==> config.mk <==
export PLATFORM = sky130hd
export DESIGN_NAME = pixel_blink_unit
export DESIGN_NICKNAME = d
export VERILOG_FILES = /design/src/rtl/blink_pkg.sv /design/src/rtl/blink_phase_gen.sv /design/src/rtl/blink_match.sv /design/src/rtl/blink_out_stage.sv /design/src/rtl/pixel_blink_unit.sv
export SDC_FILE = /design/constraint.sdc
export NUM_CORES = 1
export LEC_CHECK = 0
export ABC_AREA = 1
export BUFFER_PORTS_ARGS = -buffer_cell sky130_fd_sc_hd__buf_2
export CORE_MARGIN = 4
export CORE_UTILIZATION = 48
export CTS_BUF_LIST = sky130_fd_sc_hd__clkbuf_8
export DETAILED_ROUTE_END_ITERATION = 10
export PLACE_DENSITY = 0.85
export SYNTH_ARGS = -nofsm -noshare
export SYNTH_HDL_FRONTEND = slang
export SYNTH_SLANG_ARGS = --single-unit
export TNS_END_PERCENT = 20
==> constraint.sdc <==
create_clock -name clk_i -period 1.8 [get_ports clk_i]
set_clock_uncertainty 0.05 [all_clocks]
set_input_delay 0.36 -clock clk_i [delete_from_list [all_inputs] [get_ports clk_i]]
set_output_delay 0.36 -clock clk_i [all_outputs]
set_load 0.005 [all_outputs]
==> src/rtl/blink_pkg.sv <==
package blink_pkg;
  typedef enum logic {
    PH_NORMAL = 1'b0,
    PH_BLINK  = 1'b1
  } blink_phase_e;
endpackage

==> src/rtl/blink_phase_gen.sv <==
module blink_phase_gen
  import blink_pkg::*;
#(
  parameter int RATE_W = 8
) (
  input  logic              clk_i,
  input  logic              rst_ni,
  input  logic              frame_start_i,
  input  logic [RATE_W-1:0] blink_rate_i,
  output blink_phase_e      phase_o
);
  localparam logic [RATE_W-1:0] RATE_MAX = '1;

  logic [RATE_W-1:0] period, last, cnt_q;
  blink_phase_e      phase_q;

  assign period = RATE_MAX - blink_rate_i;
  assign last   = period - 1'b1;

  always_ff @(posedge clk_i or negedge rst_ni) begin
    if (!rst_ni) begin
      cnt_q   <= '0;
      phase_q <= PH_NORMAL;
    end else if (period == '0) begin
      cnt_q   <= '0;
      phase_q <= PH_NORMAL;
    end else if (frame_start_i) begin
      // >= keeps a lowered period from running the count past its end
      if (cnt_q >= last) begin
        cnt_q   <= '0;
        phase_q <= (phase_q == PH_BLINK) ? PH_NORMAL : PH_BLINK;
      end else begin
        cnt_q <= cnt_q + 1'b1;
      end
    end
  end

  assign phase_o = phase_q;

  a_r2_phase_steady: assert property (@(posedge clk_i) disable iff (!rst_ni)
    !frame_start_i |=> (phase_q == $past(phase_q)) || (phase_q == PH_NORMAL));

  a_r2_count_steady: assert property (@(posedge clk_i) disable iff (!rst_ni)
    !frame_start_i |=> (cnt_q == $past(cnt_q)) || (cnt_q == '0));

  a_r3_rate_max_clears: assert property (@(posedge clk_i) disable iff (!rst_ni)
    (blink_rate_i == RATE_MAX) |=> (phase_q == PH_NORMAL) && (cnt_q == '0));
endmodule

==> src/rtl/blink_match.sv <==
module blink_match #(
  parameter int PIX_W = 24
) (
  input  logic [PIX_W-1:0] pix_i,
  input  logic [PIX_W-1:0] pattern_i,
  input  logic [PIX_W-1:0] mask_i,
  output logic             match_o
);
  logic [PIX_W-1:0] miss;

  for (genvar b = 0; b < PIX_W; b++) begin : g_bit
    assign miss[b] = mask_i[b] & (pix_i[b] ^ pattern_i[b]);
  end

  assign match_o = ~|miss;
endmodule

==> src/rtl/blink_out_stage.sv <==
module blink_out_stage
  import blink_pkg::*;
#(
  parameter int PIX_W = 24
) (
  input  logic             clk_i,
  input  logic             rst_ni,
  input  logic             valid_i,
  input  logic [PIX_W-1:0] pix_i,
  input  logic             match_i,
  input  blink_phase_e     phase_i,
  input  logic [PIX_W-1:0] blink_value_i,
  output logic             valid_o,
  output logic [PIX_W-1:0] pix_o
);
  logic             swap;
  logic [PIX_W-1:0] pix_d;

  assign swap  = match_i && (phase_i == PH_BLINK);
  assign pix_d = swap ? blink_value_i : pix_i;

  always_ff @(posedge clk_i or negedge rst_ni) begin
    if (!rst_ni) begin
      valid_o <= 1'b0;
      pix_o   <= '0;
    end else begin
      valid_o <= valid_i;
      if (valid_i) pix_o <= pix_d;
    end
  end

  a_r5_blink_sub: assert property (@(posedge clk_i) disable iff (!rst_ni)
    (valid_i && match_i && phase_i == PH_BLINK) |=> pix_o == $past(blink_value_i));

  a_r6_pass_through: assert property (@(posedge clk_i) disable iff (!rst_ni)
    (valid_i && (!match_i || phase_i == PH_NORMAL)) |=> pix_o == $past(pix_i));

  a_r7_valid_delay: assert property (@(posedge clk_i) disable iff (!rst_ni)
    1'b1 |=> valid_o == $past(valid_i));

  a_r8_hold_idle: assert property (@(posedge clk_i) disable iff (!rst_ni)
    !valid_i |=> $stable(pix_o));
endmodule

==> src/rtl/pixel_blink_unit.sv <==
module pixel_blink_unit
  import blink_pkg::*;
#(
  parameter int PIX_W  = 24,
  parameter int RATE_W = 8
) (
  input  logic              clk_i,
  input  logic              rst_ni,
  input  logic              frame_start_i,
  input  logic [RATE_W-1:0] blink_rate_i,
  input  logic [PIX_W-1:0]  pattern_i,
  input  logic [PIX_W-1:0]  mask_i,
  input  logic [PIX_W-1:0]  blink_value_i,
  input  logic              pix_valid_i,
  input  logic [PIX_W-1:0]  pix_i,
  output logic              pix_valid_o,
  output logic [PIX_W-1:0]  pix_o
);
  blink_phase_e phase;
  logic         match;

  blink_phase_gen #(.RATE_W(RATE_W)) i_phase (
    .clk_i        (clk_i),
    .rst_ni       (rst_ni),
    .frame_start_i(frame_start_i),
    .blink_rate_i (blink_rate_i),
    .phase_o      (phase)
  );

  blink_match #(.PIX_W(PIX_W)) i_match (
    .pix_i    (pix_i),
    .pattern_i(pattern_i),
    .mask_i   (mask_i),
    .match_o  (match)
  );

  blink_out_stage #(.PIX_W(PIX_W)) i_out (
    .clk_i        (clk_i),
    .rst_ni       (rst_ni),
    .valid_i      (pix_valid_i),
    .pix_i        (pix_i),
    .match_i      (match),
    .phase_i      (phase),
    .blink_value_i(blink_value_i),
    .valid_o      (pix_valid_o),
    .pix_o        (pix_o)
  );

  // a zero mask must always produce a match
  a_r4_zero_mask: assert property (@(posedge clk_i) disable iff (!rst_ni)
    (mask_i == '0) |-> match);
endmodule

# [After elaboration in Yosys (flattened, before gate mapping)]
# Index checks and enable logic that the tools add are counted.
[classes] n_addsub=3 magnitude_cmp=1 n_mux=8 bitwise_logic=48 n_reduce_logical=7
[ops] op="$and 1x1->1" n=24
[ops] op="$mux 24" n=1
[ops] op="$mux 8" n=3
[ops] op="$reduce_or 24->1" n=1
[ops] op="$xor 1x1->1" n=24
[ops] op="$add 8x1->8 const B" n=1
[ops] op="$ge 8x8->1" n=1
[ops] op="$logic_not 8->1" n=1
[ops] op="$sub 8x1->8 const B" n=1
[ops] op="$sub 8x8->8 const A" n=1
[ops] op="$mux 1" n=4
[ops] op="$reduce_bool 2->1" n=2
[ops] op="$reduce_and 2->1" n=1
[ops] op="$logic_and 1x1->1" n=1
[ops] op="$logic_not 1->1" n=1
[word_totals] elab_cells=71 regBits=34 out_inout_bits=25

# [Depth between registers and ports, before layout]
[logic_depth] word_depth=6 ltp_mapped=12

# [By module]
# A second synthesis with hierarchy kept.
[hier_totals] hier_cells=456 area_unflattened_um2=2929.1
[by_module_without_submodules] mod="blink_out_stage" n_inst=1 area_each_um2=1526.5 seq_area_each_um2=625.6 cells_each=208
[by_module_without_submodules] mod="blink_phase_gen" n_inst=1 area_each_um2=902.1 seq_area_each_um2=225.2 cells_each=122
[by_module_without_submodules] mod="blink_match" n_inst=1 area_each_um2=500.5 seq_area_each_um2=0.0 cells_each=126

# [Least setup slack after synthesis]
# No wires, ideal clock.
[synth_timing] kind="input -> register" from="input port blink_rate_i[0]" to="register i_phase.phase_q, in the netlist i_phase.phase_o" cell_stages=12 path_slack_ns=-0.109 setup_ns=0.120 required_time_ns=1.630 path_buffers=0 arrival_ns=1.739 path_cell_list="ha_1 > nand3_1 > nor2_1 > xor2_1 > ha_1 > nand2_1 > nor2_1 > nand4_1 > nand3_1 > nand2_1 > o21ai_0 > nor2_1"
[synth_via] elab_chain_len=5
[synth_rtl] item="from (decl)" line_no="pixel_blink_unit.sv:10" source="input logic [RATE_W-1:0] blink_rate_i,"
[synth_rtl] item="$sub 8x8->8 (*)" line_no="blink_phase_gen.sv:17" source="assign period = RATE_MAX - blink_rate_i;"
[synth_rtl] item="$sub 8x1->8" line_no="blink_phase_gen.sv:18" source="assign last = period - 1'b1;"
[synth_rtl] item="$ge 8x8->1" line_no="blink_phase_gen.sv:29" source="if (cnt_q >= last) begin"
[synth_rtl] item="$reduce_bool 2->1 (no line)"
[synth_rtl] item="$reduce_and 2->1 (no line)"
[synth_rtl] item="to (signal assigned)" line_no="blink_phase_gen.sv:31" source="phase_q <= (phase_q == PH_BLINK) ? PH_NORMAL : PH_BLINK;"
[synth_rtl] item="to (decl)" line_no="blink_phase_gen.sv:15" source="blink_phase_e phase_q;"
# Every way passes the cells marked *; elsewhere a longest branch is shown, timed or not.
# A chain may end at the register's enable or synchronous reset.

# [Worst setup path in the final report]
# Same ends and word-level chain as after synthesis.

==> results.py <==
metrics = {
    "layout": {
        "antenna_cells": 0,
        "areaGrowthSynthToFinish_pct": 40.0,
        "final_core_util_pct": 69.1,
        "fin_cells": 636,
        "nets": 682,
        "nFillCells": 485,
        "multi_input_area_mm2": 0.00156,
        "seq_area_um2": 851,
        "final_layout_size_suffix_gt1_share_pct": 34.4,
    },
    "power_and_ir_drop": {
        "pwr_density_cell_mw_per_mm2": 748,
        "vdd_drop_max_uv": 403,
        "p_leak_nw": 2.36,
    },
    "yosys": {
        "synth.avg_cell_area_um2": 6.39,
        "synth_most_common_cell": "nand2_1",
        "synth_commonest_cells": "147 x nand2_1, 80 x nand3_1, 70 x inv_1",
        "ys_seq_area_share_pct": 31.5,
        "ys_ff_latch": 34,
        "synth_cell_types": 28,
        "synth_top_area_cell": "dfrtp_1",
        "synth_area_leaders": "dfrtp_1 31%, nand2_1 20%, nand3_1 15%",
        "async_reset_ff_share_pct": 100,
        "syn-cell-area_mm2": 0.00270,
        "post-synth-top-area-fraction_pct": 31.5,
        "synth_warnings": 0,
        "synth_fp_nets": 542,
        "synth_edf_count": 0,
        "syn_inst": 423,
        "ys_dominant_reg_cell": "dfrtp_1",
    },
    "clock_tree": {
        "clkTransAtPathRegs_ns": 0.08,
        "clock-sinks": 34,
        "cts_tree": "built",
        "cts.htree.levels": 2,
        "clk_path_buf_depth": 2,
        "holdBufCountCts": 0,
        "clk_latency_ns": 0.29,
        "cts_root_buf": "clkbuf_8",
        "cts-buffers-inserted": 5,
    },
    "drt": {
        "drt_iter0_markers": 152,
        "viasPerCell": 4.89,
        "avgRoutedWirePerCell_um": 12.5,
        "drt.antenna.violating_nets": 0,
        "num_vias": 3113,
        "highest_layer": "met4",
        "met1_length_mm": 3.18,
        "wl_met2_mm": 4.18,
        "wl_met3_um": 478,
        "route.detailed.drc": 0,
        "drt-pass1-iter-count": 5,
        "finalWirelength_mm": 7.95,
    },
    "floorplan": {
        "dieArea_mm2": 0.00689,
        "io_pins": 133,
        "die-height_um": 83.0,
        "rows": 27,
        "core-area_mm2": 0.00547,
        "die_w_um": 83.0,
        "start_util_pct": 49.4,
    },
    "place": {
        "portBuffers": 132,
        "dp_hpwl_mm": 6.22,
        "place.gp.congestion": 0.834,
        "place_ws_ns": -0.376,
        "dp.cells": 626,
    },
    "timing": {
        "finalSetupViolCount": 2,
        "min_period_over_period_pct": 101,
        "hold_slack_ns": 0.0888,
        "drv_slew": 0,
        "timing.final.ws_setup_ns": -0.0103,
        "period_needed_ns": 1.81,
        "hold_violations": 0,
        "rsz0062_at_grt": "true",
        "max_freq_mhz": 552,
        "tightest_slew_ns": 0.762,
        "slew_headroom_pct": 49.2,
    },
    "global_route": {
        "grt.overflow.total": 0,
        "antenna_found_initial": 0,
        "grt_start_max_net_pins": 35,
        "grt_pass1_vias": 3005,
        "grt_pass1_wl_mm": 12.9,
        "track_usage_pct": 22.5,
    },
    "run": {
        "drv_cap": 0,
    },
    "worst_hold_path": {
        "worst_hold_path_type": "input pin to asynchronous set/reset pin",
    },
    "critical_path": {
        "end_kind": "register",
        "path_buf_inv": 2,
        "crit_type": "input pin to register",
        "reg2regPathDepth": 8,
        "start_kind": "input pin",
        "r2r_start": "i_phase.cnt_q[5]",
        "crit_chain": "buf_8, and3_4, nand4_1, xnor2_1, ha_1, a21oi_2, o21a_1, nand3_2, buf_4, a21oi_2, nor2_1",
        "regToRegSetupSlack_ns": 0.11,
        "regToRegEndpoint": "i_phase.cnt_q[0]",
        "slowest_delay_ns": 0.31,
        "critPathRequiredTime_ns": 1.93,
        "cp_top_family": "simple AND/OR/NAND/NOR gates",
        "cp_slowest_cell": "ha_1",
        "path_max_fanout": 4,
        "critPathMostFrequentCell": "a21oi_2",
        "worst-endpoint-arrival_ns": 1.94,
    },
    "outcome": {
        "status": "finished, violations left",
        "violations": "negative setup slack",
    },
}
-- cells by family after synthesis --
| kind of cell | Yosys count | share of synthesized area [%] |
|---|---|---|
| AND/OR/NAND/NOR | 257 | 42.8 |
| XOR/XNOR | 9 | 2.92 |
| buffers and inverters | 96 | 14.5 |
| adder cells (fa/ha/maj) | 11 | 5.09 |
| flip-flops | 34 | 31.5 |
| AO/OA/AOI/OAI | 16 | 3.19 |
-- state kept, by name, summed over array words and instances (netlist names) --
signal / count
i_phase.cnt_q: 8
i_phase.phase_o: 1
i_out.pix_o: 24
i_out.valid_o: 1
-- metrics by stage --
step | area, um^2 | TNS [ns] | total power, mW
after floorplan | 2720 | -0.0255 | 1.48
after global placement | 3520 | -1.87 | 1.79
after detailed placement | 3520 | -3.13 | 1.84
after CTS | 3710 | 0 | 2.73
after global routing | 3780 | -0.488 | 3.01
final | 3780 | -0.0104 | 2.83
-- cell usage in the layout, fill, tap and decap left out, drive strengths merged --
cell type	n
o21ai	7
clkinv	1
ha	11
or2	3
and3	1
clkbuf	5
bufinv	2
o21a	1
a31oi	3
xnor2	3
dfrtp	34
nand2	151
buf	144
nor4	1
nand3	81
a21oi	5
nand4	4
nor2	16
inv	85
xor2	6
-- where the power goes --
part | internal, mW | total (mW) | leakage, nW | switching, mW
clock | 0.555 | 0.856 | 0.0683 | 0.301
sequential | 0.893 | 1.02 | 0.420 | 0.130
combinational | 0.431 | 0.949 | 1.87 | 0.518
total | 1.88 | 2.83 | 2.36 | 0.949
-- metal layers --
metal  vias to the layer above  GRT usage, %
met3                        13          4.86
met5                         -             0
met4                         0          7.13
li1                       1580             -
met1                      1424          26.1
met2                        96          41.0
-- layout make-up --
type / instances / share of cell area (%)
clock buffer: 5 / 1.82
clock inverter: 3 / 1.82
inverter: 85 / 8.44
multi-input combinational: 293 / 41.2
sequential: 34 / 22.5
tap: 72 / 2.38
timing repair buffer: 144 / 21.9
-- repair_timing --
action                                  in CTS  in global routing
buffers inserted                             1                  1
resized for setup                           11                 19
hold endpoints to repair                     0                  0
endpoints found under the setup margin       7                  9
pin swaps                                   13                 13
-- how the worst max path moves through the flow --
stage | startpoint | cells after the start | end
6_report | blink_rate_i[0] | 11 | i_phase.phase_o
5_1_grt | blink_rate_i[0] | 13 | i_phase.phase_o
4_1_cts | blink_rate_i[0] | 12 | i_phase.phase_o
3_5_place_dp | blink_rate_i[0] | 13 | i_phase.phase_o
3_3_place_gp | blink_rate_i[0] | 13 | i_phase.phase_o
2_1_floorplan | blink_rate_i[0] | 12 | i_phase.phase_o
Note: power is estimated with default switching activity, not from simulation.
